File: config.mk
export PLATFORM = sky130hd
export DESIGN_NAME = exc_entry_seq
export DESIGN_NICKNAME = d
export VERILOG_FILES = /design/src/rtl/exc_entry_pkg.sv /design/src/rtl/exc_ccs_shift.sv /design/src/rtl/exc_entry_calc.sv /design/src/rtl/exc_vec_fetch.sv /design/src/rtl/exc_entry_seq.sv
export SDC_FILE = /design/constraint.sdc
export NUM_CORES = 1
export LEC_CHECK = 0
export ABC_AREA = 1
export ABC_CLOCK_PERIOD_IN_PS = 6200
export BUFFER_PORTS_ARGS = -buffer_cell sky130_fd_sc_hd__clkbuf_2
export CORE_UTILIZATION = 38
export CTS_BUF_LIST = sky130_fd_sc_hd__clkbuf_8
export DETAILED_ROUTE_END_ITERATION = 10
export SETUP_SLACK_MARGIN = 0.02
export SLEW_MARGIN = 20
export SYNTH_ARGS = -nofsm -noshare
export SYNTH_HDL_FRONTEND = slang
export SYNTH_HIERARCHICAL = 1
export SYNTH_SLANG_ARGS = --single-unit
File: constraint.sdc
create_clock -name clk -period 6.2 [get_ports clk]
set_input_delay 0.31 -clock clk [delete_from_list [all_inputs] [get_ports clk]]
set_output_delay 0.31 -clock clk [all_outputs]
set_load 0.02 [all_outputs]
File: src/rtl/exc_entry_pkg.sv
package exc_entry_pkg;
   typedef enum logic [2:0] {
      EXC_NONE = 3'd0,
      EXC_IRQ  = 3'd1,
      EXC_BRK  = 3'd2,
      EXC_NMI  = 3'd3,
      EXC_BUSF = 3'd4
   } exc_cause_e;

   typedef enum logic [1:0] {
      FS_IDLE = 2'd0,
      FS_ADDR = 2'd1,
      FS_WAIT = 2'd2
   } fetch_state_e;
endpackage

File: src/rtl/exc_ccs_shift.sv
module exc_ccs_shift #(
   parameter int XLEN   = 32,
   parameter int KEEP_W = 2,
   parameter int SHIFT  = 10,
   parameter int M_BIT  = 30
) (
   input  logic [XLEN-1:0] ccs_i,
   input  logic            clr_m_i,
   output logic [XLEN-1:0] ccs_o
);
   localparam int MID_W = XLEN - KEEP_W - SHIFT;

   if (MID_W < 1) begin : g_bad_geom
      $error("exc_ccs_shift: KEEP_W + SHIFT must be below XLEN");
   end
   if (M_BIT >= XLEN) begin : g_bad_m
      $error("exc_ccs_shift: M_BIT out of range");
   end

   logic [XLEN-1:0] masked;

   always_comb begin
      masked = ccs_i;
      if (clr_m_i) masked[M_BIT] = 1'b0;
   end

   if (KEEP_W > 0) begin : g_keep
      assign ccs_o = {masked[XLEN-1 -: KEEP_W], masked[MID_W-1:0], {SHIFT{1'b0}}};
   end else begin : g_nokeep
      assign ccs_o = {masked[MID_W-1:0], {SHIFT{1'b0}}};
   end
endmodule

File: src/rtl/exc_entry_calc.sv
module exc_entry_calc
   import exc_entry_pkg::*;
#(
   parameter int XLEN    = 32,
   parameter int VEC_W   = 8,
   parameter int DSLOT_W = 2,
   parameter int U_BIT   = 8,
   parameter int M_BIT   = 30,
   parameter int KEEP_W  = 2,
   parameter int SHIFT   = 10,
   parameter int EXS_LSB = 8,
   parameter int EXS_W   = 8
) (
   input  exc_cause_e          cause_i,
   input  logic [XLEN-1:0]     pc_i,
   input  logic [DSLOT_W-1:0]  dslot_i,
   input  logic [XLEN-1:0]     ccs_i,
   input  logic [XLEN-1:0]     sp_i,
   input  logic [XLEN-1:0]     ksp_i,
   input  logic [XLEN-1:0]     ebp_i,
   input  logic [VEC_W-1:0]    trap_vec_i,
   input  logic [VEC_W-1:0]    fault_vec_i,
   input  logic [VEC_W-1:0]    irq_vec_i,
   output logic                to_erp_o,
   output logic [XLEN-1:0]     erp_o,
   output logic [XLEN-1:0]     nrp_o,
   output logic [XLEN-1:0]     exs_o,
   output logic [XLEN-1:0]     ccs_o,
   output logic                swap_o,
   output logic [XLEN-1:0]     usp_o,
   output logic [XLEN-1:0]     sp_o,
   output logic                dslot_nz_o,
   output logic [XLEN-1:0]     addr_o
);
   if (U_BIT >= SHIFT) begin : g_bad_u
      $error("exc_entry_calc: user flag must lie in the cleared field");
   end
   if (EXS_LSB + EXS_W > XLEN) begin : g_bad_exs
      $error("exc_entry_calc: status index field exceeds word");
   end

   logic [VEC_W-1:0] vec;
   logic [XLEN-1:0]  vec_ext;
   logic             is_nmi;

   assign is_nmi = (cause_i == EXC_NMI);

   always_comb begin
      unique case (cause_i)
         EXC_BRK:  vec = trap_vec_i;
         EXC_BUSF: vec = fault_vec_i;
         EXC_IRQ:  vec = irq_vec_i;
         default:  vec = '0;
      endcase
   end

   assign vec_ext    = XLEN'(vec);
   assign to_erp_o   = !is_nmi;
   assign erp_o      = pc_i - XLEN'(dslot_i);
   assign nrp_o      = pc_i;
   assign dslot_nz_o = |dslot_i;
   assign swap_o     = ccs_i[U_BIT];
   assign usp_o      = sp_i;
   assign sp_o       = ksp_i;
   assign addr_o     = ebp_i + (vec_ext << 2);

   always_comb begin
      exs_o = '0;
      exs_o[EXS_LSB +: EXS_W] = vec_ext[EXS_W-1:0];
   end

   exc_ccs_shift #(
      .XLEN  (XLEN),
      .KEEP_W(KEEP_W),
      .SHIFT (SHIFT),
      .M_BIT (M_BIT)
   ) shift_i (
      .ccs_i  (ccs_i),
      .clr_m_i(is_nmi),
      .ccs_o  (ccs_o)
   );
endmodule

File: src/rtl/exc_vec_fetch.sv
module exc_vec_fetch
   import exc_entry_pkg::*;
#(
   parameter int XLEN = 32
) (
   input  logic            clk,
   input  logic            rst_n,
   input  logic            start_i,
   input  logic [XLEN-1:0] addr_i,
   output logic            busy_o,
   output logic            rd_valid_o,
   output logic [XLEN-1:0] rd_addr_o,
   input  logic            rd_ready_i,
   input  logic            rsp_valid_i,
   input  logic [XLEN-1:0] rsp_data_i,
   output logic            done_o,
   output logic [XLEN-1:0] pc_o
);
   fetch_state_e    state_q;
   logic [XLEN-1:0] addr_q;
   logic            done_q;
   logic [XLEN-1:0] pc_q;

   always_ff @(posedge clk) begin
      if (!rst_n) begin
         state_q <= FS_IDLE;
         addr_q  <= '0;
         done_q  <= 1'b0;
         pc_q    <= '0;
      end else begin
         done_q <= 1'b0;
         unique case (state_q)
            FS_IDLE: if (start_i) begin
               state_q <= FS_ADDR;
               addr_q  <= addr_i;
            end
            FS_ADDR: if (rd_ready_i) state_q <= FS_WAIT;
            FS_WAIT: if (rsp_valid_i) begin
               state_q <= FS_IDLE;
               pc_q    <= rsp_data_i;
               done_q  <= 1'b1;
            end
            default: state_q <= FS_IDLE;
         endcase
      end
   end

   assign busy_o     = (state_q != FS_IDLE);
   assign rd_valid_o = (state_q == FS_ADDR);
   assign rd_addr_o  = addr_q;
   assign done_o     = done_q;
   assign pc_o       = pc_q;
endmodule

File: src/rtl/exc_entry_seq.sv
module exc_entry_seq
   import exc_entry_pkg::*;
#(
   parameter int XLEN    = 32,
   parameter int VEC_W   = 8,
   parameter int DSLOT_W = 2,
   parameter int U_BIT   = 8,
   parameter int M_BIT   = 30,
   parameter int KEEP_W  = 2,
   parameter int SHIFT   = 10
) (
   input  logic               clk,
   input  logic               rst_n,
   input  logic               req_valid_i,
   input  logic [2:0]         req_cause_i,
   input  logic [XLEN-1:0]    pc_i,
   input  logic [DSLOT_W-1:0] dslot_i,
   input  logic [XLEN-1:0]    ccs_i,
   input  logic [XLEN-1:0]    sp_i,
   input  logic [XLEN-1:0]    ksp_i,
   input  logic [XLEN-1:0]    ebp_i,
   input  logic [VEC_W-1:0]   trap_vec_i,
   input  logic [VEC_W-1:0]   fault_vec_i,
   input  logic [VEC_W-1:0]   irq_vec_i,
   output logic               rd_valid_o,
   output logic [XLEN-1:0]    rd_addr_o,
   input  logic               rd_ready_i,
   input  logic               rsp_valid_i,
   input  logic [XLEN-1:0]    rsp_data_i,
   output logic               busy_o,
   output logic               done_o,
   output logic [2:0]         pend_cause_o,
   output logic               erp_we_o,
   output logic [XLEN-1:0]    erp_o,
   output logic               nrp_we_o,
   output logic [XLEN-1:0]    nrp_o,
   output logic [XLEN-1:0]    exs_o,
   output logic [XLEN-1:0]    ccs_o,
   output logic               usp_we_o,
   output logic [XLEN-1:0]    usp_o,
   output logic               sp_we_o,
   output logic [XLEN-1:0]    sp_o,
   output logic               dslot_clr_o,
   output logic [XLEN-1:0]    pc_o
);
   if (XLEN != 32) begin : g_bad_xlen
      $error("exc_entry_seq: vector table entries are 32-bit words");
   end

   exc_cause_e      cause_in;
   logic            cause_ok;
   logic            accept;
   logic            busy;
   logic            done;

   logic            c_to_erp, c_swap, c_dnz;
   logic [XLEN-1:0] c_erp, c_nrp, c_exs, c_ccs, c_usp, c_sp, c_addr;

   exc_cause_e      cause_q;
   logic            to_erp_q, swap_q, dnz_q;
   logic [XLEN-1:0] erp_q, nrp_q, exs_q, ccs_q, usp_q, sp_q;

   assign cause_in = exc_cause_e'(req_cause_i);
   assign cause_ok = (req_cause_i >= 3'd1) && (req_cause_i <= 3'd4);
   assign accept   = req_valid_i && cause_ok && !busy;

   exc_entry_calc #(
      .XLEN   (XLEN),
      .VEC_W  (VEC_W),
      .DSLOT_W(DSLOT_W),
      .U_BIT  (U_BIT),
      .M_BIT  (M_BIT),
      .KEEP_W (KEEP_W),
      .SHIFT  (SHIFT)
   ) calc_i (
      .cause_i    (cause_in),
      .pc_i       (pc_i),
      .dslot_i    (dslot_i),
      .ccs_i      (ccs_i),
      .sp_i       (sp_i),
      .ksp_i      (ksp_i),
      .ebp_i      (ebp_i),
      .trap_vec_i (trap_vec_i),
      .fault_vec_i(fault_vec_i),
      .irq_vec_i  (irq_vec_i),
      .to_erp_o   (c_to_erp),
      .erp_o      (c_erp),
      .nrp_o      (c_nrp),
      .exs_o      (c_exs),
      .ccs_o      (c_ccs),
      .swap_o     (c_swap),
      .usp_o      (c_usp),
      .sp_o       (c_sp),
      .dslot_nz_o (c_dnz),
      .addr_o     (c_addr)
   );

   always_ff @(posedge clk) begin
      if (!rst_n) begin
         cause_q  <= EXC_NONE;
         to_erp_q <= 1'b0;
         swap_q   <= 1'b0;
         dnz_q    <= 1'b0;
         erp_q    <= '0;
         nrp_q    <= '0;
         exs_q    <= '0;
         ccs_q    <= '0;
         usp_q    <= '0;
         sp_q     <= '0;
      end else if (accept) begin
         cause_q  <= cause_in;
         to_erp_q <= c_to_erp;
         swap_q   <= c_swap;
         dnz_q    <= c_dnz;
         erp_q    <= c_erp;
         nrp_q    <= c_nrp;
         exs_q    <= c_exs;
         ccs_q    <= c_ccs;
         usp_q    <= c_usp;
         sp_q     <= c_sp;
      end
   end

   exc_vec_fetch #(
      .XLEN(XLEN)
   ) fetch_i (
      .clk        (clk),
      .rst_n      (rst_n),
      .start_i    (accept),
      .addr_i     (c_addr),
      .busy_o     (busy),
      .rd_valid_o (rd_valid_o),
      .rd_addr_o  (rd_addr_o),
      .rd_ready_i (rd_ready_i),
      .rsp_valid_i(rsp_valid_i),
      .rsp_data_i (rsp_data_i),
      .done_o     (done),
      .pc_o       (pc_o)
   );

   assign busy_o       = busy;
   assign done_o       = done;
   assign pend_cause_o = busy ? cause_q : EXC_NONE;
   assign erp_we_o     = done && to_erp_q;
   assign nrp_we_o     = done && !to_erp_q;
   assign usp_we_o     = done && swap_q;
   assign sp_we_o      = done && swap_q;
   assign dslot_clr_o  = done && dnz_q;
   assign erp_o        = erp_q;
   assign nrp_o        = nrp_q;
   assign exs_o        = exs_q;
   assign ccs_o        = ccs_q;
   assign usp_o        = usp_q;
   assign sp_o         = sp_q;
endmodule

==> impl_metrics.toml, run 1 <==
[timing]
clock_skew_ns = 0.01525
slew_headroom = 0.2089
final.setup.tns_ns = 0
max_freq_mhz = 279.1
slew_violations = 0
finalHoldViolCount = 0
rsz0062_at_grt = "no"
setup_violations = 0
fin_hold_ws_ns = 0.05346
layout_min_cycle_time_ns = 3.583
worstMarginPinSlew_ns = 1.187
finalCritPeriodShare = 0.5779

[logic_synthesis]
synth_largest_area_cell = "dfxtp_1"
synth_seq_cells = 265
ys_types = 36
synth_ff_type = "dfxtp_1"
netlist_area_um2 = 14520
synth_edf_count = 0
seq_area_frac_synth = 0.3653
synthTopCellsByCount = "nand2_1 (684), nor2_1 (564), inv_1 (346)"
netlist.area_leader.share = 0.3653
syn-instance-count = 2337
synth-async-reset-ratio = 0
synth.most_common_cell = "nand2_1"
synth.avg_cell_area_um2 = 6.215
yosys_warnings = 6
synth.area.top_cells = "dfxtp_1 (37%), nand2_1 (18%), nor2_1 (15%)"

[pwr]
ir_worst_vdd_uv = 164.4
seq_power_share = 0.400
p_clk_frac = 0.382
internal-power_w = 0.003281
p_switching_w = 0.001523
leakage_nw = 10.77
pwr-share-comb = 0.218
swShare = 0.3171
power_density_nw_per_um2 = 256.3

[floorplanning]
die_area_um2 = 39010
die_h_um = 197.5
row_count = 71
initial_core_util = 0.3856
die_w_um = 197.5
io_pins = 493
core_area_um2 = 37670

[place]
hpwlAfterDp_um = 29580
gp_congestion = 0.9220
place_area_um2 = 16110
portBuffers = 482

[drt]
vias = 14212
wl_per_cell_um = 12.73
first_pass_iters = 5
ant_nets = 0
drt-initial-drc-count = 529
via_per_inst = 4.221
drc = 0
totalWireLength_um = 42880

[global_route]
track_usage = 0.2140
grt_first_pass_wirelength_um = 66970
grt_max_degree = 258
grt.overflow.total = 0
grt_pass1_vias = 13505
antenna_found_initial = 1

[min_path]
min_path_type = "in2reg"
hp-start = "pc_i[28]"

[clock_tree]
cts_tree = "done"
clock_path_buffers = 3
h-tree-depth = 2
cts_resized = 0
cts-buffers-inserted = 49
clock_latency_ns = 0.61
clkTransAtPathRegs_ns = 0.06
post_cts_buffers = 0
ctsHoldBuffers = 155
clock-root-buffer = "clkbuf_8"
clock-sinks = 265

[status]
outcome = "completed"

[flow_run]
drv_cap = 0

[worst_setup_path]
critPathKind = "reg2reg"
required_ns = 6.69
arrival_ns = 4.08
crit_fanout = 257
timing.critical_path.from_type = "flop"
r2r-start = "fetch_i/state_q[1]"
crit_start = "fetch_i/state_q[1]"
end_kind = "flop"

[finish]
finish.instance_area_um2 = 18740
area_growth_pct = 29.05
final_net_count = 3054
drive_above_1_share = 0.2137
cell families (layout without fill, tap and decap cells):
| kind of cell | after synthesis | in the layout | synth area share |
|---|---|---|---|
| xor+xnor | 34 | 34 | 0.02050 |
| other cells | 2 | 35 | 0.0005171 |
| fa+ha+maj | 12 | 12 | 0.01137 |
| compound gates | 43 | 43 | 0.01533 |
| buf+inv | 599 | 1085 | 0.2064 |
| simple gates | 1382 | 1382 | 0.3806 |
| flops | 265 | 265 | 0.3653 |
through the flow:
step	utilization	power (W)	setup WS (ns)	cells
global placement	0.4277	0.002904	2.880	3121
CTS	0.4975	0.004874	2.819	3366
floorplan	-	0.002658	3.853	2369
detailed placement	0.4277	0.002921	2.830	3121
finish	0.4976	0.004804	2.617	3367
global route	0.4976	0.005086	2.439	3367
metal layers:
metal	global-route usage	routed length (um)	part of all wire
met3	0.06232	3097	0.072
met1	0.2409	17880	0.42
met2	0.3742	20400	0.48
met5	0	0	0
met4	0.09159	1500	0.035
cell usage in the layout (no fill, tap or decap), drive strengths merged:
cell	instances
clkinv	9
or2	2
xor2	25
a22o	1
ha	10
and2	2
nand2	693
nor4	1
clkinvlp	1
nor2	585
bufinv	3
nor3	6
nand3	72
nand4	5
fa	2
diode	1
buf	7
clkbuf	546
dlygate4sd3	155
conb	34
o21ai	5
nand3b	16
xnor2	9
a21oi	37
dfxtp	265
inv	364
power groups by stage:
stage          registers [W]  clock network (W)  logic, W
2_1_floorplan        0.00212                  0  0.000540
3_3_place_gp         0.00195                  0  0.000953
3_5_place_dp         0.00196                  0  0.000964
4_1_cts              0.00192            0.00191   0.00105
5_1_grt              0.00194            0.00198   0.00117
6_report             0.00192            0.00183   0.00105
worst paths after layout:
check | cells after the start | to | slack (ns)
min | 3 | nrp_o[28] | 0.05
max reg2reg | 8 | sp_o[15] | 2.62
min reg2reg | 2 | fetch_i/rd_addr_o[16] | 0.48
max | 8 | sp_o[15] | 2.62
sequential cells by signal (all words and copies together), names as in the netlist:
signal,flops
fetch_i/rd_addr_o,32
fetch_i/pc_o,32
swap_q,1
fetch_i/state_q,2
ccs_o,32
exs_o,32
sp_o,32
to_erp_q,1
usp_o,32
fetch_i/done_o,1
erp_o,32
dnz_q,1
nrp_o,32
cause_q,3
area by class of cell:
| type | count | area (um2) |
|---|---|---|
| clock inverters | 26 | 200.2 |
| clock buffers | 64 | 880.8 |
| repair buffers | 644 | 4038 |
| multi-input cells | 1505 | 6359 |
| flip-flops and latches | 265 | 5305 |
| fillers | 3833 | 18920 |
| inverters | 351 | 1319 |
| well taps | 511 | 639.4 |
| diodes | 1 | 2.502 |
worst max-delay path: stages, from the launching register on:
cell and delay [ns]:
dfxtp_1 0.37, nor2_4 0.11, buf_4 0.52, inv_1 0.25
nor2_2 0.29, nand3_4 0.57, buf_12 0.49, nor2_1 0.38
nor2_1 0.08
Note: power is estimated with default switching activity, not from simulation.
==> inputs of run 2 (changes only) <==
- ABC_CLOCK_PERIOD_IN_PS: 6200 -> 3000
- PLACE_DENSITY: default -> 0.66
- clock period: 6.2 -> 3 ns (I/O delays scaled with it)
==> impl_metrics.toml, run 2 (synthesis results as in run 1) <==
[status]
outcome = "completed"

[floorplanning]
initial_core_util = 0.3856
die_area_um2 = 39010
row_count = 71
die_h_um = 197.5
io_pins = 493
die_w_um = 197.5
core_area_um2 = 37670

[drt]
wl_per_cell_um = 13.26
vias = 14843
totalWireLength_um = 45200
first_pass_iters = 5
drt-initial-drc-count = 474
drc = 0
via_per_inst = 4.354
ant_nets = 0

[clock_tree]
clock-root-buffer = "clkbuf_8"
cts_tree = "done"
h-tree-depth = 2
clock_latency_ns = 0.59
cts-buffers-inserted = 49
clock_path_buffers = 3
post_cts_buffers = 0
clock-sinks = 265
clkTransAtPathRegs_ns = 0.06

[timing]
slew_headroom = 0.4535
worstMarginPinSlew_ns = 0.8198
setup_violations = 0
final.setup.tns_ns = 0
finalCritPeriodShare = 0.9039
clock_skew_ns = 0.01432
rsz0062_at_grt = "no"
finalHoldViolCount = 0
layout_min_cycle_time_ns = 2.712
slew_violations = 0
max_freq_mhz = 368.8

[pwr]
seq_power_share = 0.406
pwr-share-comb = 0.230
ir_worst_vdd_uv = 357.6
p_clk_frac = 0.365
power_density_nw_per_um2 = 511.8
internal-power_w = 0.006647
p_switching_w = 0.003156
leakage_nw = 10.97
swShare = 0.3219

[finish]
finish.instance_area_um2 = 19150
final_net_count = 3097
mostFrequentLayoutCells = "nand2_1 (684), nor2_1 (564), clkbuf_2 (481)"
drive_above_1_share = 0.2111
nFillCells = 3687
layout_commonest_cell = "nand2_1"
area_growth_pct = 31.88

[place]
place_area_um2 = 16220
portBuffers = 482
hpwlAfterDp_um = 30840
gp_congestion = 0.9300

[global_route]
grt_first_pass_wirelength_um = 69900
grt_pass1_vias = 14202
antenna_found_initial = 3
grt.overflow.total = 0
grt_max_degree = 169
track_usage = 0.2232

[min_path]
min_path_type = "in2reg"

[worst_setup_path]
critPathKind = "in2reg"
timing.critical_path.from_type = "primary input"
required_ns = 3.48
end_kind = "flop"
crit_fanout = 7
arrival_ns = 3.19

[flow_run]
drv_cap = 0
run 2: critical path, stage by stage:
cell and delay (ns):
dlygate4sd3_1 0.54, clkbuf_2 0.14, inv_1 0.13, nand3_1 0.16
inv_1 0.23, nand2_1 0.08, nand3_1 0.12, ha_1 0.18
inv_1 0.05, fa_1 0.40, inv_1 0.10, nand3_1 0.06
nand3_1 0.16, nand3_1 0.09, nand2_1 0.17, nand2_1 0.07
nand2_1 0.06, nand2_1 0.04, inv_1 0.04, nand3_1 0.06
nand2_1 0.09, nor2_1 0.05
run 2: path summary, 6_finish.rpt:
path	slack, ns	end	startpoint	cells past startpoint
max	0.29	fetch_i/rd_addr_o[26]	req_cause_i[2]	22
min	0.07	fetch_i/rd_addr_o[24]	ebp_i[24]	7
max reg2reg	0.87	usp_o[15]	fetch_i/state_q[1]	9
min reg2reg	0.47	cause_q[2]	cause_q[2]	2
run 2: routing by layer:
metal / part of all wire / global-route usage / wire [um] / up-vias
met3: 0.070 / 0.05754 / 3155 / 132
met4: 0.052 / 0.1301 / 2350 / 0
li1: - / - / - / 7665
met1: 0.40 / 0.2478 / 18280 / 6581
met2: 0.47 / 0.3845 / 21410 / 465
met5: 0 / 0 / 0 / -
run 2: timing repair:
action                                  CTS  global route
resized for setup                         0             1
hold buffers                            192             0
endpoints found under the setup margin    0             3
hold endpoints to repair                215             0
run 2: through the flow:
| stage | hold slack (ns) | util | power (W) | cells | worst slack [ns] |
|---|---|---|---|---|---|
| finish | 0.07164 | 0.5085 | 0.009802 | 3409 | 0.2884 |
| global route | 0.08281 | 0.5085 | 0.01036 | 3409 | 0.02774 |
| CTS | 0.0004644 | 0.5082 | 0.009922 | 3406 | 0.3887 |
| detailed placement | 0.3793 | 0.4305 | 0.006066 | 3127 | 0.2593 |
| global placement | 0.3707 | 0.4305 | 0.006017 | 3127 | 0.3011 |
| floorplan | 0.2849 | - | 0.005494 | 2369 | 0.7254 |
run 2: layout make-up:
cell class              count  area [um2]  share of cell area
clock buffers              61       839.6             0.04383
inverters                 351        1319             0.06885
diodes                      3       7.507           0.0003919
well taps                 511       639.4             0.03338
multi-input cells        1505        6365              0.3323
flip-flops and latches    265        5305              0.2770
repair buffers            687        4516              0.2357
clock inverters            26       163.9            0.008557
run 2: power by group through the flow:
stage                     logic, W  clock network (W)  registers, W
after floorplan            0.00112                  0       0.00438
after global placement     0.00199                  0       0.00403
after CTS                  0.00224            0.00371       0.00397
after detailed placement   0.00202                  0       0.00404
after global routing       0.00250            0.00386       0.00401
final                      0.00225            0.00357       0.00397
